### src/rtl/wsc_pkg.sv
package wsc_pkg;
  localparam int FW = 4;

  typedef enum logic [1:0] {
    CMD_NOP = 2'd0,
    CMD_ACT = 2'd1,
    CMD_RD  = 2'd2,
    CMD_WR  = 2'd3
  } cmd_e;

  typedef struct packed {
    logic [FW-1:0] act_wr;
    logic [FW-1:0] wr_same;
    logic [FW-1:0] wr_diff;
    logic [FW-1:0] rd_wr;
  } spacing_t;

  // A gap of N clocks becomes a counter start of N-1: the counter reaches
  // zero in the cycle where the gap is met.
  function automatic logic [FW-1:0] gap_to_load(input logic [FW-1:0] g);
    return (g == '0) ? '0 : g - 1'b1;
  endfunction
endpackage

### src/rtl/wsc_cmd_dec.sv
module wsc_cmd_dec
  import wsc_pkg::*;
#(
  parameter int NR = 2,
  parameter int NB = 8,
  parameter int RW = 1,
  parameter int BW = 3
) (
  input  logic             clk,
  input  logic             rst_n,
  input  cmd_e             cmd,
  input  logic [RW-1:0]    rank,
  input  logic [BW-1:0]    bank,
  output logic [NR*NB-1:0] act_hit,
  output logic [NR-1:0]    wr_own,
  output logic [NR-1:0]    wr_other,
  output logic             rd_hit
);
  assign rd_hit = (cmd == CMD_RD);

  for (genvar r = 0; r < NR; r++) begin : g_rank
    assign wr_own[r]   = (cmd == CMD_WR) && (rank == RW'(r));
    assign wr_other[r] = (cmd == CMD_WR) && (rank != RW'(r));
    for (genvar b = 0; b < NB; b++) begin : g_bank
      assign act_hit[r*NB+b] = (cmd == CMD_ACT) && (rank == RW'(r)) && (bank == BW'(b));
    end
  end

  a_r2_one_bank_per_act: assert property (@(posedge clk) disable iff (!rst_n)
    $onehot0(act_hit));
  a_r9_nop_quiet: assert property (@(posedge clk) disable iff (!rst_n)
    (cmd == CMD_NOP) |-> (act_hit == '0 && wr_own == '0 && wr_other == '0 && !rd_hit));
endmodule

### config.mk
export PLATFORM = sky130hd
export DESIGN_NAME = wsc_cmd_dec
export DESIGN_NICKNAME = d
export VERILOG_FILES = /design/src/rtl/wsc_pkg.sv /design/src/rtl/wsc_cmd_dec.sv
export SDC_FILE = /design/constraint.sdc
export NUM_CORES = 1
export LEC_CHECK = 0
export ABC_AREA = 1
export BUFFER_PORTS_ARGS = -buffer_cell sky130_fd_sc_hd__buf_4
export CAP_MARGIN = 0
export CORE_AREA = 2 2 39 41
export DETAILED_ROUTE_END_ITERATION = 8
export DIE_AREA = 0 0 41 43
export RECOVER_POWER = 50
export SYNTH_ARGS = -nofsm -noshare
export SYNTH_HDL_FRONTEND = slang
export SYNTH_SLANG_ARGS = --single-unit
### constraint.sdc
create_clock -name vclk -period 1.45
set_input_delay 0.145 -clock vclk [all_inputs]
set_output_delay 0.145 -clock vclk [all_outputs]
set_load 0.01 [all_outputs]
After elaboration in Yosys (flattened, before gate mapping)
Cells that the tools add are included.
W data, S select, Z words.
{ "classes": {"n_reduce_logical": 21, "bitwise": 1, "eq_ne": 10} }
{ "ops": {"columns": ["op", "n"], "rows": [
  ["$logic_and A1 B1 Y1", 20],
  ["$eq A3 B3 Y1 const B", 4],
  ["$eq A3 B2 Y1 const B", 2],
  ["$eq A2 B2 Y1 const B", 2],
  ["$eq A3 B1 Y1 const B", 1],
  ["$logic_not A3 Y1", 1],
  ["$eq A2 B1 Y1 const B", 1],
  ["$not A1 Y1", 1]
]} }
{ "word_totals": {"input_bits": 8, "regBits": 0, "output_inout_bits": 21} }

Depth between registers and ports, before layout
Gate-level depths: netlist of run 1.
{ "logic_depth": {"ltp_word": 3, "mapped_depth": 3} }

Worst setup path before layout of run 1
OpenSTA, ideal clock, no wires.
{ "synth_timing": {"kind": "input to output", "start": "in cmd[1]", "end": "out wr_own[1]", "t_required_ns": 1.305, "n_path_buf": 1, "slack_ns": 0.542, "t_arrival_ns": 0.763, "stages": 3, "cell_sequence": "inv_1 nor3_1 buf_4"} }
{ "synth_between": {"elab_chain_len": 2} }
{ "synth_rtl": {"columns": ["element", "line", "text"], "rows": [
  ["start: declaration", "wsc_cmd_dec.sv:11", "input cmd_e cmd,"],
  ["$eq A2 B2 Y1", null, null],
  ["$logic_and A1 B1 Y1", null, null],
  ["end: declaration", "wsc_cmd_dec.sv:15", "output logic [NR-1:0] wr_own,"]
]} }
Every way passes these cells.

Final worst setup path of run 1
{ "layout_timing": {"start": "in cmd[1]", "end": "out act_hit[12]"} }
{ "layout_between": {"elab_chain_len": 3} }
{ "layout_rtl": {"columns": ["element", "line", "text"], "rows": [
  ["$eq A2 B1 Y1", "wsc_cmd_dec.sv:25", "assign act_hit[r*NB+b] = (cmd == CMD_ACT) && (rank == RW'(r)) && (bank == BW'(b));"],
  ["$logic_and A1 B1 Y1 (2 in a row)", "wsc_cmd_dec.sv:25", null],
  ["end: declaration", "wsc_cmd_dec.sv:14", "output logic [NR*NB-1:0] act_hit,"]
]} }
Every way passes these cells.

==> results of run 1 <==
==> worst max-delay path by stage <==
stage,start,cells after the start,to
after floorplan,cmd[1],3,wr_own[1]
after global placement,cmd[1],5,act_hit[15]
after detailed placement,cmd[1],5,act_hit[8]
after CTS,cmd[1],5,act_hit[8]
after global routing,cmd[1],5,act_hit[13]
final,cmd[1],5,act_hit[12]
==> routing by layer <==
layer	up-vias	wire length, um
li1	167	-
met1	144	293
met4	0	0
met3	0	76
met2	13	319
met5	-	0
==> layout make-up <==
type                            count  share of cell area (%)
Inverter                            6                    6.77
Multi-Input combinational cell     30                    37.6
Timing Repair Buffer               27                    49.6
Tap cell                           16                    6.02
==> power groups by stage <==
| stage | clock network (mW) | logic (mW) | registers (mW) |
|---|---|---|---|
| 4_1_cts | 0 | 0.0659 | 0 |
| 2_1_floorplan | 0 | 0.0301 | 0 |
| 3_5_place_dp | 0 | 0.0658 | 0 |
| 6_report | 0 | 0.0592 | 0 |
| 5_1_grt | 0 | 0.0669 | 0 |
| 3_3_place_gp | 0 | 0.0645 | 0 |
==> cells in the final DEF (no fill, tap or decap), drive strengths merged <==
cell type  netlist  final
nor2            18     18
buf              2     17
clkbuf           0     10
nand3            8      8
inv              6      6
nand2            2      2
nor3             2      2
==> critical path, stage by stage <==
cell and delay [ns]:
buf_4 0.11, inv_1 0.11, nand3_1 0.26, nor2_1 0.18, clkbuf_1 0.16
==> through the flow <==
stage / setup slack, ns / std cells
2_1_floorplan: 0.542 / 38
3_3_place_gp: 0.363 / 79
3_5_place_dp: 0.341 / 79
4_1_cts: 0.341 / 79
5_1_grt: 0.207 / 79
6_report: 0.344 / 79
==> cell families after synthesis <==
group | count (synthesis) | synth area share (%)
buffers and inverters | 8 | 23.1
and+or+nand+nor | 30 | 76.9
==> summary.md, run 1 <==
| Metric | Value |
|---|---|
| VDD IR max | 0.0344 mV |
| Post-synth top area share | between 40 and 50% |
| Fillers | 171 |
| Final nets | 73 |
| Hold EP | rd_hit |
| Top-count cell post-synth | nor2_1 |
| Residual DRC | 0 |
| Met3 Use GR | 0% |
| Placer Congestion | 0.624 |
| Max-slew violation count | 0 |
| Core Util, Final | 24.1% |
| Cell area after synthesis | 163 um^2 |
| Mapped Cells | 38 |
| Int Power | between 20 and 25 uW |
| Slew @ Worst Pin | 0.323 ns |
| Synth warn | 0 |
| FP Rows | 14 |
| CP Capture Type | output pin |
| Mapped Nets | 46 |
| Final hold slack | 0.544 ns |
| Max-slew headroom | about four fifths |
| Period minus WS final | 1.11 ns |
| P_leak | around 0.16 nW |
| Status | finished, final reports clean |
| Total power | 59.2 uW |
| Post-DRT Antenna Nets | 0 |
| Inserted Diodes | 0 |
| Grt met1 use | 12.3% |
| Post_cts resized | 0 |
| First-pass GRT wire length | 1.12 mm |
| CP Class | input pin to output pin |
| Setup repair after global routing missed its margin | false |
| Area contributors post-synth | nor2_1, nand3_1, inv_1 |
| Hold Crit Depth | 3 |
| Sequential cell count | 0 |
| Layout cell share with drive strength beyond 1 | a little over a quarter |
| Initial Util | 11.8% |
| Post CTS Setup Buffer Count | 0 |
| # setup viols final | 0 |
| Largest net degree at the start of global routing | 9 |
| Clk pwr share | 0% |
| Switch share | 59.8% |
| CP required | 1.31 ns |
| Final Hold Viols | 0 |
| Drt initial violations | 7 |
| Power share of the combinational group | 100.0% |
| Die width | 41 um |
| Die area | 1760 um^2 |
| Cell type with the largest total area after synthesis | nor2_1 |
| DR vias | 324 |
| Post-DR wirelength/cell | 8.71 um |
| Cts hold-fix bufs | 0 |
| Crit start category | input pin |
| Register area share after synthesis | 0% |
| Synth unique cells | 6 |
| Vias per cell | 4.10 |
| Sequential cell area | 0 um^2 |
| HP Class | input pin to output pin |
| Sequential share of power | 0% |
| Global-route usage over all layers | 8.39% |
| Synthesis-to-layout area growth | 105% |
| Die H | 43 um |
| Core area | around 1400 um^2 |
| Post-synth top cells | nor2_1, nand3_1, inv_1 |
| Syn Area/Cell | 4.28 um^2 |
| Max_cap viols | 0 |
| # port buffers | 27 |
| Setup TNS | 0 ns |
| CP max FO | 8 |
| Clk_buf instances | 0 |
| FMAX | 904 MHz |
| Drt total wl | approximately 700 um |
| Design area | 333 um^2 |
| Placed Area | about 370 um^2 |
| Met2 GRT Util | about 14% |
| Dpl hpwl | 589 um |
| TritonRoute pass-1 iters | 2 |
| Initial antenna violation count | 0 |
| Critical path arrival | 0.96 ns |
| Io pins | 29 |
| Switch Pwr | 35.4 uW |
| Global routing's busiest layer | met2 |
| Hold Crit Start | cmd[0] |
| Multi-input gate area | 125 um^2 |
| Fin crit share | between 70% and 80% |
| Congestion Overflow GR | 0 |
| Pwr/cell area | 178 nW/um^2 |
| Vias in the first global route | 270 |
Power figures use the tool's default switching activity.
==> inputs of run 2 (changes only) <==
--- a/config.mk
+++ b/config.mk
@@ -5,7 +5,7 @@
 export SDC_FILE = /design/constraint.sdc
 export NUM_CORES = 1
 export LEC_CHECK = 0
-export ABC_AREA = 1
+export ABC_AREA = 0
 export BUFFER_PORTS_ARGS = -buffer_cell sky130_fd_sc_hd__buf_4
 export CAP_MARGIN = 0
 export CORE_AREA = 2 2 39 41
==> constraint.sdc (replaced) <==
create_clock -name vclk -period 1.1
set_input_delay 0.11 -clock vclk [all_inputs]
set_output_delay 0.11 -clock vclk [all_outputs]
set_load 0.01 [all_outputs]
==> run 2 against run 1 <==
Compared with the run above:
- synthesized cell count decreased by 21%
- via count decreased by 9.0%
- worst setup slack got worse by 0.38 ns
- routed wire length decreased by 2.5%
- critical endpoint is now act_hit[0]
- largest power group unchanged
- the run now ends with negative setup slack left
- core utilization increased by 5.3 points
- area after synthesis increased by 4.6%
==> summary.md, run 2 <==
| Metric | Value |
|---|---|
| Register area share after synthesis | 0% |
| Placer Congestion | between 0.5 and 0.6 |
| Cells after DPL | 74 |
| Initial Util | 12.3% |
| Pwr/cell area | 231 nW/um^2 |
| Residual DRC | 0 |
| HP Class | input pin to output pin |
| Sequential cell count | 0 |
| CP Class | input pin to output pin |
| First-pass GRT wire length | 910 um |
| Io pins | 29 |
| Pre-CTS setup slack | -0.0548 ns |
| VDD IR max | roughly 0.048 mV |
| Failing checks | negative setup slack |
| Period minus WS final | roughly 1.1 ns |
| Post-synth top area share | between 20% and 30% |
| Crit start category | input pin |
| Max-slew violation count | 0 |
| Global-route usage over all layers | 6.79% |
| # port buffers | 27 |
| Final non-filler cell total | 74 |
| Post-DR wirelength/cell | 9.07 um |
| Fin crit share | 103% |
| CP Capture Type | output pin |
| FP Rows | 14 |
| Die area | ~1800 um^2 |
| Inserted Diodes | 0 |
| Largest net degree at the start of global routing | 10 |
| P_leak | slightly below 0.2 nW |
| Placed Area | a little over 400 um^2 |
| Drt total wl | around 670 um |
| Max_cap viols | 0 |
| Slew @ Worst Pin | roughly 0.22 ns |
| Synthesis-to-layout area growth | 139% |
| Area contributors post-synth | nor2_1, nand4bb_1, nor3_1 |
| Setup repair after global routing missed its margin | true |
| Design area | between 400 and 500 um^2 |
| Multi-input gate area | 161 um^2 |
| CP required | 0.99 ns |
| Top-count cell post-synth | nor2_1 |
| Vias per cell | 3.99 |
| Status | finished, violations left |
| Commonest non-fill, non-tap cell in the layout | buf_4 |
| Vias in the first global route | 222 |
| Syn Area/Cell | 5.67 um^2 |
| Synth warn | 0 |
| Cts hold-fix bufs | 0 |
| Congestion Overflow GR | 0 |
| Post-DRT Antenna Nets | 0 |
| Mapped Nets | 38 |
| Cell area after synthesis | 170 um^2 |
| Final nets | 68 |
| Die H | 43 um |
| Final setup margin | -0.0313 ns |
| CP max FO | 4 |
| Fillers | about 150 |
| Core area | 1380 um^2 |
| Max-slew headroom | between 80% and 90% |
| TritonRoute pass-1 iters | 2 |
| Most frequent cells in the layout | buf_4, nor2_1, clkbuf_1 |
| Layout cell share with drive strength beyond 1 | 53.4% |
| Mapped Cells | 30 |
| Cell type with the largest total area after synthesis | nor2_1 |
| Post-synth top cells | nor2_1, nor3_1 |
| Critical path arrival | 1.02 ns |
| Initial antenna violation count | 0 |
| Total power | 93.8 uW |
| Synth unique cells | 12 |
| Clk_buf instances | 0 |
| DR vias | 295 |
| Sequential cell area | 0 um^2 |
| FMAX | about 880 MHz |
| Final Hold Viols | 0 |
| Final hold slack | 0.521 ns |
| Dpl hpwl | approximately 560 um |
| # setup viols final | 4 |
| Die width | 41 um |
| Drt initial violations | 1 |
[run 2: logic make-up (layout without fill, tap and decap cells)]
| group | after synthesis | count (layout) | synth area share (%) |
|---|---|---|---|
| buf+inv | 3 | 31 | 11.0 |
| simple gates | 27 | 27 | 89.0 |
[run 2: layer usage]
metal,wire (um),track usage [%]
met2,384,12.8
met1,239,8.54
met4,0,0
met5,0,0
met3,47,0
[run 2: final timing paths]
check | endpoint | start | depth (start not counted) | slack [ns]
max | act_hit[0] | cmd[1] | 4 | -0.03
min | act_hit[0] | bank[1] | 3 | 0.52
[run 2: report_power, final]
part	switching, mW	internal (mW)	leakage (nW)
Sequential	0	0	0
Combinational	0.0448	0.0490	0.196
Clock	0	0	0
Total	0.0448	0.0490	0.196
[run 2: per-stage QoR]
stage          utilization (%)  TNS (ns)
2_1_floorplan                -         0
3_3_place_gp              29.2    -0.212
3_5_place_dp              29.2    -0.205
4_1_cts                   29.7   -0.0723
5_1_grt                   29.4    -0.211
6_report                  29.4   -0.0465
[run 2: worst max-delay path, stage by stage]
cell    delay (ns)
buf_6         0.09
or4b_4        0.56
nor3_2        0.12
buf_4         0.14
[run 2: timing repair]
item	in CTS	in global routing
resized for setup	2	4
endpoints found under the setup margin	4	6
setup buffers	0	0
pin swaps	3	0
[run 2: cell type report]
class	count	share of cell area [%]
Multi-Input combinational cell	27	39.7
Tap cell	16	4.92
Timing Repair Buffer	31	55.4
